**src/rtl/lvt_countdown_timer.sv**
```systemverilog
module lvt_countdown_timer #(
  parameter int CNT_W = 32,
  parameter int VEC_W = 8
) (
  input  logic        clk,
  input  logic        rst_n,
  input  logic        wr_en,
  input  logic [1:0]  wr_sel,
  input  logic [31:0] wr_data,
  input  logic [1:0]  rd_sel,
  output logic [31:0] rd_data,
  output logic        irq_pulse,
  output logic [7:0]  irq_vector
);
  localparam int MASK_BIT = 16;
  localparam int PER_BIT  = 17;
  localparam int PRE_W    = 7;

  logic [VEC_W-1:0] vec_q;
  logic             mask_q, per_q, armed_q;
  logic [2:0]       div_q;
  logic [CNT_W-1:0] init_q, cnt_q;
  logic [PRE_W-1:0] pre_q;

  logic wr_ent, wr_init, wr_div;
  assign wr_ent  = wr_en && (wr_sel == 2'd0);
  assign wr_init = wr_en && (wr_sel == 2'd1);
  assign wr_div  = wr_en && (wr_sel == 2'd2);

  logic [2:0]       shift;
  logic [PRE_W-1:0] pre_lim;
  assign shift   = div_q + 3'd1;
  assign pre_lim = PRE_W'((8'd1 << shift) - 8'd1);

  logic tick, at_zero, expire;
  assign tick    = pre_q >= pre_lim;
  assign at_zero = cnt_q == '0;
  assign expire  = tick && at_zero && (init_q != '0) && (per_q || armed_q);

  always_ff @(posedge clk) begin
    if (!rst_n) begin
      vec_q      <= '0;
      mask_q     <= 1'b1;
      per_q      <= 1'b0;
      div_q      <= '0;
      init_q     <= '0;
      cnt_q      <= '0;
      pre_q      <= '0;
      armed_q    <= 1'b0;
      irq_pulse  <= 1'b0;
      irq_vector <= '0;
    end else begin
      irq_pulse <= expire && !mask_q;
      if (expire && !mask_q) irq_vector <= 8'(vec_q);
      if (wr_ent) begin
        vec_q  <= wr_data[VEC_W-1:0];
        mask_q <= wr_data[MASK_BIT];
        per_q  <= wr_data[PER_BIT];
      end
      if (wr_div) div_q <= {wr_data[3], wr_data[1:0]};
      if (wr_init) begin
        init_q  <= wr_data[CNT_W-1:0];
        cnt_q   <= wr_data[CNT_W-1:0];
        pre_q   <= '0;
        armed_q <= wr_data[CNT_W-1:0] != '0;
      end else if (tick) begin
        pre_q <= '0;
        if (expire) begin
          if (per_q) cnt_q <= init_q;
          else       armed_q <= 1'b0;
        end else if (!at_zero) begin
          cnt_q <= cnt_q - 1'b1;
        end
      end else begin
        pre_q <= pre_q + 1'b1;
      end
    end
  end

  always_comb begin
    case (rd_sel)
      2'd0:    rd_data = {14'b0, per_q, mask_q, 8'b0, 8'(vec_q)};
      2'd1:    rd_data = 32'(init_q);
      2'd2:    rd_data = {28'b0, div_q[2], 1'b0, div_q[1:0]};
      default: rd_data = 32'(cnt_q);
    endcase
  end

  AST_PULSE_SINGLE: assert property (@(posedge clk) disable iff (!rst_n)
    irq_pulse |=> !irq_pulse);
  AST_MASK_QUIET: assert property (@(posedge clk) disable iff (!rst_n)
    irq_pulse |-> !$past(mask_q));
  AST_ZERO_INIT_QUIET: assert property (@(posedge clk) disable iff (!rst_n)
    irq_pulse |-> $past(init_q) != '0);
  AST_COUNT_LE_INIT: assert property (@(posedge clk) disable iff (!rst_n)
    cnt_q <= init_q);
  AST_ONESHOT_HOLD: assert property (@(posedge clk) disable iff (!rst_n)
    (!per_q && at_zero && !wr_init) |=> cnt_q == '0);
  AST_LOAD_RESTART: assert property (@(posedge clk) disable iff (!rst_n)
    wr_init |=> (cnt_q == $past(wr_data[CNT_W-1:0])) && (pre_q == '0));
endmodule

```
**config.mk**
```make
export PLATFORM = sky130hd
export DESIGN_NAME = lvt_countdown_timer
export DESIGN_NICKNAME = d
export VERILOG_FILES = /design/src/rtl/lvt_countdown_timer.sv
export SDC_FILE = /design/constraint.sdc
export NUM_CORES = 1
export LEC_CHECK = 0
export CORE_MARGIN = 2
export CORE_UTILIZATION = 50
export CTS_CLUSTER_SIZE = 14
export DETAILED_ROUTE_END_ITERATION = 7
export PLACE_DENSITY = 0.77
export SKIP_CTS_REPAIR_TIMING = 1
export SLEW_MARGIN = 0
export SYNTH_ARGS = -nofsm -noshare
export SYNTH_HDL_FRONTEND = slang
export SYNTH_SLANG_ARGS = --single-unit
```
**constraint.sdc**
```tcl
create_clock -name clk -period 3.3 [get_ports clk]
set_input_delay 0.495 -clock clk [delete_from_list [all_inputs] [get_ports clk]]
set_output_delay 0.495 -clock clk [all_outputs]
set_load 0.005 [all_outputs]
```
## Word level (Yosys, flattened, before mapping)

Cells that the tools add are included.

- Bits in registers: 94
- Bits of input ports: 39
- Output and inout bits: 41
- Word-level logic and storage cells: 53

- $add $sub $neg: 4
- Order comparisons: 1
- Equal/unequal tests: 7
- Shifts and indexed selects: 1
- Multiplexer cells: 10
- Bitwise logic cells: 1
- Reduce and logical (&&, ||, !) cells: 19

Operator list:

| operator | count |
|---|---|
| two-way mux 32 bit | 5 |
| one-hot mux 32 bit (3 select lines) | 1 |
| nonzero test 32 bit | 2 |
| logical NOT 32 bit | 1 |
| subtractor 32 x 1 -> 32 bit (second input constant) | 1 |
| adder 7 x 1 -> 7 bit (second input constant) | 1 |
| greater-or-equal comparator 7 bit | 1 |
| logical AND 1 bit | 7 |
| left shift 1 x 3 -> 7 bit (first input constant) | 1 |
| subtractor 7 x 1 -> 7 bit (second input constant) | 1 |
| AND reduction 3 bit | 2 |
| equality test 2 x 1 -> 1 bit (second input constant) | 2 |
| equality test 2 bit (second input constant) | 2 |
| logical NOT 2 bit | 2 |
| two-way mux 1 bit | 4 |
| nonzero test 2 bit | 2 |
| adder 3 x 1 -> 3 bit (second input constant) | 1 |
| inequality test 3 x 2 -> 1 bit (second input constant) | 1 |
| inequality test 3 bit (second input constant) | 1 |
| OR reduction 3 bit | 1 |
| inequality test 2 x 1 -> 1 bit (second input constant) | 1 |
| logical NOT 1 bit | 1 |
| logical OR 1 bit | 1 |
| inverter 1 bit | 1 |

## Logic depth before layout (Yosys ltp)

- Depth in word-level cells: 10
- Depth in mapped cells: 16
- Mapped depth without buffers: 14

## Worst setup path after synthesis

No wires, ideal clock.

- Path type: register to register
- Start: register div_q[2]
- End: register cnt_q[16]
- Library setup time: 87 ps
- Data arrival time: 3175 ps
- Required time: 3213 ps
- Setup slack: 38 ps
- Cell stages (with the launch flop): 17
- Path buffers: 2
- Clock period less this slack: 3262 ps
- Path through: dfxtp_1 -> clkbuf_1 -> or3_1 -> ha_1 -> nor2_1 -> a21oi_1 -> nor2_1 -> a31oi_1 -> ha_1 -> and3_1 -> a221oi_1 -> o21ai_0 -> and4_4 -> buf_4 -> nor3b_1 -> a211oi_1 -> o31ai_1

- Word-level cells in the longest chain between the ends: 10
- Elaborated cells on any way between the ends: 14
- Those cells by class: 2 x add/sub; 1 x order compare; 2 x eq/ne; 1 x shift; 3 x mux; 5 x reduce/logical

RTL lines:

| item | line | text |
|---|---|---|
| from (decl) | 21 | `logic [2:0] div_q;` |
| from (signal assigned) | 60 | `if (wr_div) div_q <= {wr_data[3], wr_data[1:0]};` |
| adder 3 x 1 -> 3 bit (*) | 32 | `assign shift = div_q + 3'd1;` |
| left shift 1 x 3 -> 7 bit (*) | 33 | `assign pre_lim = PRE_W'((8'd1 << shift) - 8'd1);` |
| subtractor 7 x 1 -> 7 bit (*) | 33 |  |
| greater-or-equal comparator 7 bit (*) | 36 | `assign tick = pre_q >= pre_lim;` |
| logical AND 1 bit (3 in series) | 38 | `assign expire = tick && at_zero && (init_q != '0) && (per_q \|\| armed_q);` |
| two-way mux 32 bit | 68 | `if (expire) begin` |
| two-way mux 32 bit | 66 | `end else if (tick) begin` |
| two-way mux 32 bit | 61 | `if (wr_init) begin` |
| to (signal assigned) | 63 | `cnt_q <= wr_data[CNT_W-1:0];` |
| to (signal assigned) | 69 | `if (per_q) cnt_q <= init_q;` |
| to (signal assigned) | 72 | `cnt_q <= cnt_q - 1'b1;` |
| to (decl) | 22 | `logic [CNT_W-1:0] init_q, cnt_q;` |

Every way passes the cells marked *; elsewhere a longest branch is shown, timed or not. The select of a mux whose other input is x is not followed.
A chain may end at the register's enable or synchronous reset.

## Worst setup path after layout

- Start: register div_q[1]
- End: register cnt_q[17]

Same word-level chain as after synthesis.

==> impl_metrics.csv <==
group,metric,value,unit
die,die_y,109,µm
cts,clk_pin_slew,0.11,ns
die,dieArea,11800,µm²
detailed_routing,num_vias,5348,
yosys,syn_avg_cell_area,8.19,µm²
global_route,grt_pass1_wl,25300,µm
finish,final_cells,880,
cts,worstSkewPairLatency,0.37,ns
timing,max_freq,318,MHz
placed_design,dp_hpwl,11100,µm
placed_design,place_ws,-0.0540,ns
min_path,min_from,"irq_vector[0]",
yosys,synth_area,5460,µm²
cts,cts_buffers,9,
detailed_routing,dr.pass1.iters,5,
finish,area_delta_synth_final,23.3,%
timing,fin_skew,0.0162,ns
global_route,grt.overflow.total,0,
outcome,status,"completed",
finish,drive_gt1_share,10.3,%
yosys,synth_fp_nets,716,
yosys,synth_top_area_cell,"dfxtp_1",
yosys,seq_area_frac_synth,34.5,%
setup_path,slowest_stage,"or3_4",
setup_path,worstPathRequired,3.54,ns
run,cap_viol_max_count,0,
cts,clockBufferDepth,2,
timing,hold_viol,0,
cts,root_buffer,"clkbuf_8",
setup_path,rr_worst_depth,14,
timing,rsz0062_at_grt,"no",
finish,regArea,1880,µm²
die,core,10700,µm²
setup_path,worstPathMaxFanout,7,
finish,antennaDiodeCount,0,
setup_path,cp_data_arrival_time,3.39,ns
detailed_routing,drt_iter0_drc,310,
setup_path,slowest_delay,0.39,ns
placed_design,io_buffers,79,
setup_path,crit_chain,"or3_4, ha_4, nor2_2, a21oi_2, nor2_1, a31oi_1, ha_1, and3_1, a221oi_2, o21ai_2, and4_4, clkbuf_4, a211oi_1, o32ai_1",
power,p_leak,0.00241,µW
setup_path,reg2reg_slack,0.15,ns
timing,min_period,3.15,ns
yosys,yosysUniqueCellTypes,58,
die,io_pins,80,
placed_design,dpl-instance-area,6410,µm²
placed_design,gp_congestion,0.904,
setup_path,worst-setup-path-type,"reg -> reg",
finish,nets,784,
detailed_routing,drt-total-wl,15600,µm
yosys,synth-warning-count,0,
die,start_util,50.8,%
timing,fin_crit_sh,95.4,%
die,rows,38,
setup_path,rr_endpoint,"cnt_q[17]",
yosys,ys.flop_type,"dfxtp_1",
finish,final_area,6740,µm²
setup_path,rr_startpoint,"div_q[1]",
min_path,min_to,"irq_vector[0]",
timing,drv_slew,0,
cts,cts.sinks,94,
yosys,yosys-top-cells-area,"dfxtp_1, nand2_1, mux2i_1",
global_route,grt_pass1_vias,5055,
timing,worstMarginPinSlew,0.702,ns
yosys,synth_common_cells,"nand2_1, dfxtp_1, clkbuf_1, mux2i_1, o21ai_0",
power,irDropWorstVdd,0.000369,V
timing,setup_violations,0,
min_path,hp-class,"reg -> reg",
setup_path,cp-end-kind,"flip-flop",
detailed_routing,ant_nets,0,
power,power,4200,µW
power,cellPowerDensity,624,nW/µm²
timing,relSlewSlack,52.9,%
yosys,synth_cells,667,
yosys,ys_async_sr_fraction,0,%
detailed_routing,wl_per_cell,17.8,µm
timing,fin_ws,0.152,ns
setup_path,crit_path_start_kind,"flip-flop",
min_path,holdPathStages,2,
finish,multiInputGateArea,3440,µm²
global_route,grt_max_degree,43,
yosys,yosys_register_bits,94,
detailed_routing,vias_per_cell,6.08,
yosys,synth_top_area_share,34.5,%
cts,htree_levels,3,
yosys,synth-edff-count,0,
global_route,track_usage,27.1,%
global_route,antenna_found_initial,0,
placed_design,dp.cells,861,
finish,fill_cells,950,
detailed_routing,drc,0,
die,die_w,109,µm
cts,cts_tree,"built",
yosys,yosysMostFrequentCell,"nand2_1",
cells in the final DEF, fill, tap and decap left out, types with 5 or more instances in the layout:
cell type        count
nand2_1            118
dfxtp_1             93
clkdlybuf4s50_1     77
mux2i_1             41
o21ai_0             35
nor2b_1             34
a21boi_0            32
a31oi_1             29
nor2_1              26
buf_4               25
o211ai_1            23
nor4_1              19
xnor2_1             13
xor2_1              10
nor3_1              10
a21oi_1             10
nand3_1              9
ha_1                 9
clkbuf_8             9
a21boi_1             8
and3_1               7
nand4_1              6
nand2b_1             6
or3_1                6
inv_1                5
cell type report:
cell class                      count  area share [%]
Multi-Input combinational cell    520            51.0
Sequential cell                    94            28.0
Timing Repair Buffer              105            14.5
Tap cell                          140            2.60
Clock buffer                       10            1.89
Clock inverter                      6            1.75
Inverter                            5           0.279
logic make-up (layout without fill, tap and decap cells):
| family | Yosys count | after routing | synth area share [%] |
|---|---|---|---|
| AOI/OAI and AO/OA | 172 | 172 | 20.9 |
| xor gates and xnor gates | 23 | 23 | 3.69 |
| adders and majority gates | 10 | 10 | 2.29 |
| buffers and inverters | 53 | 126 | 3.94 |
| DFF | 94 | 94 | 34.5 |
| muxes | 44 | 44 | 8.75 |
| and+or+nand+nor | 271 | 271 | 25.9 |
state kept, by name, indices dropped and copies added (netlist names):
register    flops
pre_q           7
init_q         32
armed_q         1
cnt_q          32
div_q           3
irq_vector      8
irq_pulse       1
vec_q           8
per_q           1
mask_q          1
through the flow:
stage               util [%]  hold slack (ns)  TNS [ns]
floorplan                  -            0.426         0
global placement        59.7            0.436         0
detailed placement      59.7            0.445   -0.0683
CTS                     62.0            0.457    -0.124
global route            62.7            0.483         0
finish                  62.7            0.456         0
layer usage:
metal | part of all wire (%) | routed length (µm) | track usage (%) | up-vias
li1 | - | - | - | 2552
met5 | 0 | 0 | 0 | -
met3 | 5.9 | 922 | 3.38 | 34
met1 | 43 | 6770 | 35.3 | 2534
met4 | 2.1 | 323 | 10.5 | 0
met2 | 49 | 7610 | 45.4 | 228
critical path: cells and delay by family (launching register included):
kind	cells	cell delay, ns
compound gates	6	0.93
fa+ha+maj	2	0.51
buf+inv	1	0.18
flops	1	0.33
simple gates	5	1.07
report_power, final:
group	leakage, µW	total [µW]	internal [µW]	switching (µW)
logic	0.00152	1710	819	890
clock network	0.000119	944	512	432
registers	0.000767	1550	1300	252
total	0.00241	4200	2630	1570
worst max path at each step:
stage          startpoint         to  cells after the start
2_1_floorplan    div_q[2]  cnt_q[16]                     16
3_3_place_gp     div_q[1]   cnt_q[3]                     13
3_5_place_dp     div_q[1]  cnt_q[17]                     14
4_1_cts          div_q[1]  cnt_q[17]                     13
5_1_grt          div_q[1]   cnt_q[0]                     16
6_report         div_q[1]  cnt_q[17]                     14
Power figures use the tool's default switching activity.
